## config.mk

```make
export PLATFORM = sky130hd
export DESIGN_NAME = mc_sequencer_cell
export DESIGN_NICKNAME = d
export VERILOG_FILES = /design/src/rtl/mc_cfg_pkg.sv /design/src/rtl/mc_cfg_regs.sv /design/src/rtl/mc_product_term.sv /design/src/rtl/mc_sequencer_cell.sv
export SDC_FILE = /design/constraint.sdc
export NUM_CORES = 1
export LEC_CHECK = 0
export ABC_AREA = 1
export BUFFER_PORTS_ARGS = -buffer_cell sky130_fd_sc_hd__buf_2
export CAP_MARGIN = 40
export CORE_UTILIZATION = 30
export DETAILED_ROUTE_END_ITERATION = 12
export GPL_ROUTABILITY_DRIVEN = 0
export PLACE_DENSITY = 0.49
export SETUP_SLACK_MARGIN = 0.4
export SLEW_MARGIN = 20
export SYNTH_ARGS = -nofsm -noshare
export SYNTH_HDL_FRONTEND = slang
export SYNTH_SLANG_ARGS = --single-unit
```

## constraint.sdc

```tcl
create_clock -name clk -period 1.1 [get_ports clk]
set_clock_uncertainty 0.05 [all_clocks]
set_input_delay 0.055 -clock clk [delete_from_list [all_inputs] [get_ports clk]]
set_output_delay 0.055 -clock clk [all_outputs]
set_load 0.02 [all_outputs]
```

## src/rtl/mc_cfg_pkg.sv

```systemverilog
package mc_cfg_pkg;
    localparam int NUM_CELLS = 9;
    localparam int FB_W      = NUM_CELLS - 1;
    localparam int FLT_W     = 7;
    localparam int GPI_W     = 4;
    localparam int ADDR_W    = 4;
    localparam int DATA_W    = 8;
    localparam int TERM_W    = FB_W + FLT_W + GPI_W;
    localparam int NUM_TERMS = 2;

    typedef enum logic [ADDR_W-1:0] {
        REG_A_FB_POL  = 4'd0,
        REG_A_FB_IGN  = 4'd1,
        REG_A_FLT_POL = 4'd2,
        REG_A_FLT_IGN = 4'd3,
        REG_B_FB_POL  = 4'd4,
        REG_B_FB_IGN  = 4'd5,
        REG_B_FLT_POL = 4'd6,
        REG_B_FLT_IGN = 4'd7,
        REG_GPI_POL   = 4'd8,
        REG_GPI_IGN   = 4'd9
    } reg_addr_e;

    typedef struct packed {
        logic [FB_W-1:0]  fb_pol;
        logic [FB_W-1:0]  fb_ign;
        logic [FLT_W-1:0] flt_pol;
        logic [FLT_W-1:0] flt_ign;
        logic [GPI_W-1:0] gpi_pol;
        logic [GPI_W-1:0] gpi_ign;
    } term_cfg_t;
endpackage

```

## src/rtl/mc_cfg_regs.sv

```systemverilog
module mc_cfg_regs
    import mc_cfg_pkg::*;
(
    input  logic              clk,
    input  logic              rst_n,
    input  logic              wr_en,
    input  logic [ADDR_W-1:0] wr_addr,
    input  logic [DATA_W-1:0] wr_data,
    output term_cfg_t         cfg_a,
    output term_cfg_t         cfg_b
);
    always_ff @(posedge clk or negedge rst_n) begin
        if (!rst_n) begin
            cfg_a <= '0;
            cfg_b <= '0;
        end else if (wr_en) begin
            unique case (wr_addr)
                REG_A_FB_POL:  cfg_a.fb_pol  <= wr_data[FB_W-1:0];
                REG_A_FB_IGN:  cfg_a.fb_ign  <= wr_data[FB_W-1:0];
                REG_A_FLT_POL: cfg_a.flt_pol <= wr_data[FLT_W-1:0];
                REG_A_FLT_IGN: cfg_a.flt_ign <= wr_data[FLT_W-1:0];
                REG_B_FB_POL:  cfg_b.fb_pol  <= wr_data[FB_W-1:0];
                REG_B_FB_IGN:  cfg_b.fb_ign  <= wr_data[FB_W-1:0];
                REG_B_FLT_POL: cfg_b.flt_pol <= wr_data[FLT_W-1:0];
                REG_B_FLT_IGN: cfg_b.flt_ign <= wr_data[FLT_W-1:0];
                REG_GPI_POL: begin
                    cfg_a.gpi_pol <= wr_data[DATA_W-1 -: GPI_W];
                    cfg_b.gpi_pol <= wr_data[GPI_W-1:0];
                end
                REG_GPI_IGN: begin
                    cfg_a.gpi_ign <= wr_data[DATA_W-1 -: GPI_W];
                    cfg_b.gpi_ign <= wr_data[GPI_W-1:0];
                end
                default: ;
            endcase
        end
    end

    // reset leaves every field cleared
    assert_reset_clear_R1: assert property (@(posedge clk)
        !rst_n |=> (cfg_a == '0) && (cfg_b == '0));

    // a write reaches the addressed field on the next cycle
    assert_write_lands_R9: assert property (@(posedge clk) disable iff (!rst_n)
        (wr_en && wr_addr == REG_B_FLT_POL) |=> cfg_b.flt_pol == $past(wr_data[FLT_W-1:0]));

    // general-purpose register splits high nibble to A, low nibble to B
    assert_gpi_split_R7: assert property (@(posedge clk) disable iff (!rst_n)
        (wr_en && wr_addr == REG_GPI_IGN) |=>
            (cfg_a.gpi_ign == $past(wr_data[DATA_W-1 -: GPI_W])) &&
            (cfg_b.gpi_ign == $past(wr_data[GPI_W-1:0])));

    // idle port keeps the configuration
    assert_idle_stable_R10: assert property (@(posedge clk) disable iff (!rst_n)
        (!wr_en && $past(rst_n)) |=> $stable(cfg_a) && $stable(cfg_b));
endmodule

```

## src/rtl/mc_product_term.sv

```systemverilog
module mc_product_term #(
    parameter int W = 19
) (
    input  logic         clk,
    input  logic         rst_n,
    input  logic [W-1:0] in_vec,
    input  logic [W-1:0] pol,
    input  logic [W-1:0] ign,
    output logic         term
);
    logic [W-1:0] adjusted;
    logic         any_kept;

    always_comb begin
        adjusted = (in_vec ^ pol) | ign;
        any_kept = |(~ign);
        term     = any_kept & (&adjusted);
    end

    // a fully ignored term stays low
    assert_all_masked_R4: assert property (@(posedge clk) disable iff (!rst_n)
        (&ign) |-> !term);

    // with nothing ignored, inputs opposite to every polarity bit raise the term
    assert_match_sets_R2: assert property (@(posedge clk) disable iff (!rst_n)
        ((ign == '0) && (in_vec == ~pol)) |-> term);

    // with nothing ignored, any other input pattern leaves the term low
    assert_mismatch_clears_R3: assert property (@(posedge clk) disable iff (!rst_n)
        ((ign == '0) && (in_vec != ~pol)) |-> !term);
endmodule

```

## src/rtl/mc_sequencer_cell.sv

```systemverilog
module mc_sequencer_cell
    import mc_cfg_pkg::*;
(
    input  logic              clk,
    input  logic              rst_n,
    input  logic              wr_en,
    input  logic [ADDR_W-1:0] wr_addr,
    input  logic [DATA_W-1:0] wr_data,
    input  logic [FB_W-1:0]   fb_in,
    input  logic [FLT_W-1:0]  flt_in,
    input  logic [GPI_W-1:0]  gpi_in,
    output logic              cell_out
);
    term_cfg_t             cfg_a;
    term_cfg_t             cfg_b;
    term_cfg_t             cfg_sel [NUM_TERMS];
    logic [NUM_TERMS-1:0]  terms;
    logic [TERM_W-1:0]     in_vec;

    mc_cfg_regs u_regs (
        .clk     (clk),
        .rst_n   (rst_n),
        .wr_en   (wr_en),
        .wr_addr (wr_addr),
        .wr_data (wr_data),
        .cfg_a   (cfg_a),
        .cfg_b   (cfg_b)
    );

    assign cfg_sel[0] = cfg_a;
    assign cfg_sel[1] = cfg_b;
    assign in_vec     = {gpi_in, flt_in, fb_in};

    for (genvar t = 0; t < NUM_TERMS; t++) begin : g_term
        mc_product_term #(.W(TERM_W)) u_term (
            .clk    (clk),
            .rst_n  (rst_n),
            .in_vec (in_vec),
            .pol    ({cfg_sel[t].gpi_pol, cfg_sel[t].flt_pol, cfg_sel[t].fb_pol}),
            .ign    ({cfg_sel[t].gpi_ign, cfg_sel[t].flt_ign, cfg_sel[t].fb_ign}),
            .term   (terms[t])
        );
    end

    assign cell_out = |terms;

    // when both terms ignore every input the cell output is low
    assert_both_masked_out_low_R5: assert property (@(posedge clk) disable iff (!rst_n)
        ((&cfg_a.fb_ign) && (&cfg_a.flt_ign) && (&cfg_a.gpi_ign) &&
         (&cfg_b.fb_ign) && (&cfg_b.flt_ign) && (&cfg_b.gpi_ign)) |-> !cell_out);
endmodule

```

# ---- Word level (Yosys, flattened, before mapping)
# Cells that the tools add are included.
dict set report op_classes {
  n_reduce_logical 16
  eq_ne 9
  bitwise_logic 8
}
# operator n
set ops {}
lappend ops {{19-bit NOT} 2}
lappend ops {{19-bit bitwise OR} 2}
lappend ops {{19-bit AND reduction} 2}
lappend ops {{19-bit OR reduction} 2}
lappend ops {{19-bit bitwise XOR} 2}
lappend ops {{2-bit AND reduction} 10}
lappend ops {{4-bit by 3-bit equality test with 1-bit output (second input constant)} 4}
lappend ops {{4-bit by 2-bit equality test with 1-bit output (second input constant)} 2}
lappend ops {{4-bit equality test (second input constant)} 2}
lappend ops {{4-bit by 1-bit equality test with 1-bit output (second input constant)} 1}
lappend ops {{4-bit zero test} 1}
lappend ops {{1-bit bitwise AND} 2}
lappend ops {{2-bit OR reduction} 1}
dict set report totals {
  out_inout_bits 1
  in_bits 34
  ff_bits 76
}

# ---- Longest topological paths before layout
dict set report logic_depth {
  word_depth 5
  mapped_depth 9
}

# ---- Hierarchy
# Synthesis repeated with hierarchy kept, for this count alone.
dict set report hier_totals {
  hier_cells 576
  area_unflattened_um2 4202.8
}
# mod cells_each n_inst area_each_um2 seq_area_each_um2
set by_module_without_submodules {}
lappend by_module_without_submodules {mc_cfg_regs 375 1 3303.2 1901.8}
lappend by_module_without_submodules {mc_product_term 99 2 444.2 0.0}
lappend by_module_without_submodules {mc_sequencer_cell 3 1 11.3 0.0}

# ---- Worst setup path after synthesis
# No wires, ideal clock.
dict set report synth_timing {
  path_kind {reg2out}
  from {reg, netlist name u_regs.cfg_a[30]}
  to {out cell_out}
  setup_slack_ns -0.079
  t_arrival_ns 1.074
  required_ns 0.995
  path_stages_with_launch 7
  n_path_buf 0
  path_cell_list {dfrtp_1 > or2_2 > nand2_1 > nand4_1 > nor2_1 > nand2_1 > nand2_1}
}
dict set report synth_via {
  elab_chain_cells 5
}
# item line_no
set synth_rtl {}
lappend synth_rtl {{19-bit bitwise XOR} mc_product_term.sv:15} ;# adjusted = (in_vec ^ pol) | ign;
lappend synth_rtl {{19-bit bitwise OR} mc_product_term.sv:15}
lappend synth_rtl {{19-bit AND reduction} mc_product_term.sv:17} ;# term = any_kept & (&adjusted);
lappend synth_rtl {{1-bit bitwise AND} mc_product_term.sv:17}
lappend synth_rtl {{2-bit OR reduction} mc_sequencer_cell.sv:45} ;# assign cell_out = |terms;
lappend synth_rtl {{end: declaration} mc_sequencer_cell.sv:12} ;# output logic cell_out
# Every way passes these cells.

# ---- Final worst setup path
dict set report layout_timing {
  from {reg, netlist name u_regs.cfg_b[15]}
  to {out cell_out}
}
dict set report layout_via {
  elab_chain_cells 5
}
# item line_no
set layout_rtl {}
lappend layout_rtl {{19-bit bitwise XOR} mc_product_term.sv:15}
lappend layout_rtl {{19-bit bitwise OR} mc_product_term.sv:15}
lappend layout_rtl {{19-bit AND reduction} mc_product_term.sv:17}
lappend layout_rtl {{1-bit bitwise AND} mc_product_term.sv:17}
lappend layout_rtl {{2-bit OR reduction} mc_sequencer_cell.sv:45}
# Every way passes these cells.

==> flow_summary.ini <==
[global_routing]
grt_pass1_wl_mm = 18.5
first_global_vias = 3365
antenna_found_initial = 0
grt_max_degree = 32
grt_usage_pct = 19.2
overflow = 0

[routing]
avgViaCountPerCell = 4.51
vias = 3367
drt-initial-drc-count = 233
drtPass1Iterations = 4
routed_wirelength_mm = 11.3
drc = 0
wire_per_inst_um = 15.1
antenna_left = 0

[clocking]
cts_root_buffer = clkbuf_16
max-clock-path-buffers = 2
cts_tree = yes
clock_latency_ns = 0.33
cts_made_buffers = 9
clock_sinks = 76
path_clk_slew_ns = 0.06
htree_levels = 3

[setup_path]
path_buf_inv = 1
crit_path_top_delay_cell = dfrtp_1
crit_family = simple AND/OR/NAND/NOR gates
path_cells = or2_4 -> nand2_4 -> nand4_1 -> nor2_2 -> nand2_1 -> nand2_2 -> buf_6
crit_path_end_kind = output port
crit_path_max_incr_delay_ns = 0.38
path_max_fanout = 2
start_kind = flip-flop
crit_required_ns = 1.00
worst-setup-path-type = flip-flop to output port
critPathArrivalTime_ns = 1.58

[placement]
placement.cell_area_um2 = 4490
portBuffers = 34
dp_hpwl_mm = 7.84

[synthesis]
synth.distinct_cells = 14
ys_ff_latch = 76
synth_cells = 493
syn_area_per_cell_um2 = 7.59
synth_top_area_share_pct = 50.9
seq_area_frac_synth_pct = 50.9
yosysWarnings = 0
syn-num-nets = 527
yosys.area.top_type = dfrtp_1
syn_area_um2 = 3740
synth_area_leaders = dfrtp_1 (51%), nand2_1 (18%), o21ai_0 (10%), inv_1 (6.4%), nand3b_1 (5.2%)

[power_and_ir_drop]
finalPower_uw = 8450
ir_worst_vdd_v = 0.000845
p_leak_uw = 0.00251
power_density_nw_per_um2 = 1660

[floorplanning]
start_util_pct = 31.0
core_area_um2 = 12100
fp-row-count = 40
fp.dieW_um = 114
die-height_um = 114
die_area_um2 = 12900
ios = 35

[status]
outcome = complete, but fails checks
violations = setup timing

[finish]
nFillCells = 1221
final_cell_area_um2 = 5100
nNetsFinal = 608
utilization_pct = 42.3
area_growth_pct = 36.3
layout-drive-gt1-share_pct = 22.6
n_antenna_cell = 0
layout_commonest_cell = nand2_1
mostFrequentLayoutCells = nand2_1 (168), dfrtp_1 (76), o21ai_1 (72), inv_1 (62), buf_2 (28)

[sta]
fin_hold_ws_ns = 0.0610
drv_slew = 0
hold_viol = 0
period_share_pct = 153
fmax_mhz = 593
setup_viol_count_final = 1
fin_ws_ns = -0.587
worst_pin_slew_ns = 0.457
rsz0062_at_grt = yes
period_needed_ns = 1.69
slew_headroom_pct = 69.5

[run]
maxCapViolations = 0

[worst_hold_path]
hold_path.class = input port to asynchronous set/reset pin
Yosys cell counts:
cell type,number
nand3_1,8
a21oi_1,7
nand2_1,184
o21ai_1,1
buf_6,3
o21ai_0,77
nand3b_1,26
dfrtp_1,76
inv_1,64
nor2_1,29
buf_2,7
nor2_2,1
or2_2,2
nand4_1,8
metal layers:
| layer | global-route usage, % | part of all wire, % |
|---|---|---|
| met1 | 25.7 | 46 |
| met2 | 31.7 | 49 |
| met3 | 3.88 | 3.6 |
| met4 | 4.74 | 0.51 |
| met5 | 0 | 0 |
sequential cells by signal, indices dropped and copies added (netlist names):
signal and flops:
u_regs.cfg_a 38, u_regs.cfg_b 38
worst register-to-register path, cell delays in order (launching register included):
cell and delay, ns:
dfrtp_1 0.38, buf_4 0.14, nand2_1 0.05, o21ai_1 0.05
cell families (layout without fill, tap and decap cells):
kind of cell / count (synthesis) / after routing / share of synthesized area [%]
buffers and inverters: 74 / 156 / 8.26
DFF: 76 / 76 / 50.9
and+or+nand+nor: 258 / 262 / 29.5
AOI/OAI and AO/OA: 85 / 85 / 11.4
what timing repair did:
action | in CTS | in global routing
hold buffers | 1 | 0
pin swaps | 33 | 34
setup buffers | 7 | 6
cloned | 3 | 1
setup endpoints to repair | 58 | 74
hold endpoints to repair | 76 | 0
gates resized for setup | 23 | 21
final cells by class:
class                   count  area (um2)  share of cell area, %
clock inverters             2        10.0                  0.196
multi-input cells         347        1810                   35.6
clock buffers              14         254                   4.98
flip-flops and latches     76        1900                   37.3
well taps                 168         210                   4.12
repair buffers             76         661                   13.0
inverters                  64         248                   4.86
where the power goes:
part           internal (uW)  switching (uW)
combinational            930            1030
sequential              3370             454
clock                   1580            1080
worst paths after layout:
check / slack [ns] / depth (start not counted) / startpoint / end
setup / recovery: -0.59 / 7 / u_regs.cfg_b[15] / cell_out
hold / removal: 0.06 / 2 / rst_n / u_regs.cfg_b[3]
setup reg to reg: 0.29 / 3 / u_regs.cfg_b[15] / u_regs.cfg_b[15]
hold reg to reg: 0.45 / 2 / u_regs.cfg_a[19] / u_regs.cfg_a[19]
max in group asynchronous: 0.47 / 3 / rst_n / u_regs.cfg_b[36]
min in group clk: 0.07 / 3 / wr_data[7] / u_regs.cfg_a[29]
through the flow:
stage | setup WS [ns] | setup TNS (ns) | instances
detailed placement | -0.322 | -0.332 | 713
finish | -0.587 | -0.587 | 747
floorplan | 0.0253 | 0 | 493
global placement | -0.296 | -0.296 | 713
global route | -0.679 | -0.679 | 747
CTS | -0.596 | -0.596 | 740
(Power assumes the default switching activity.)
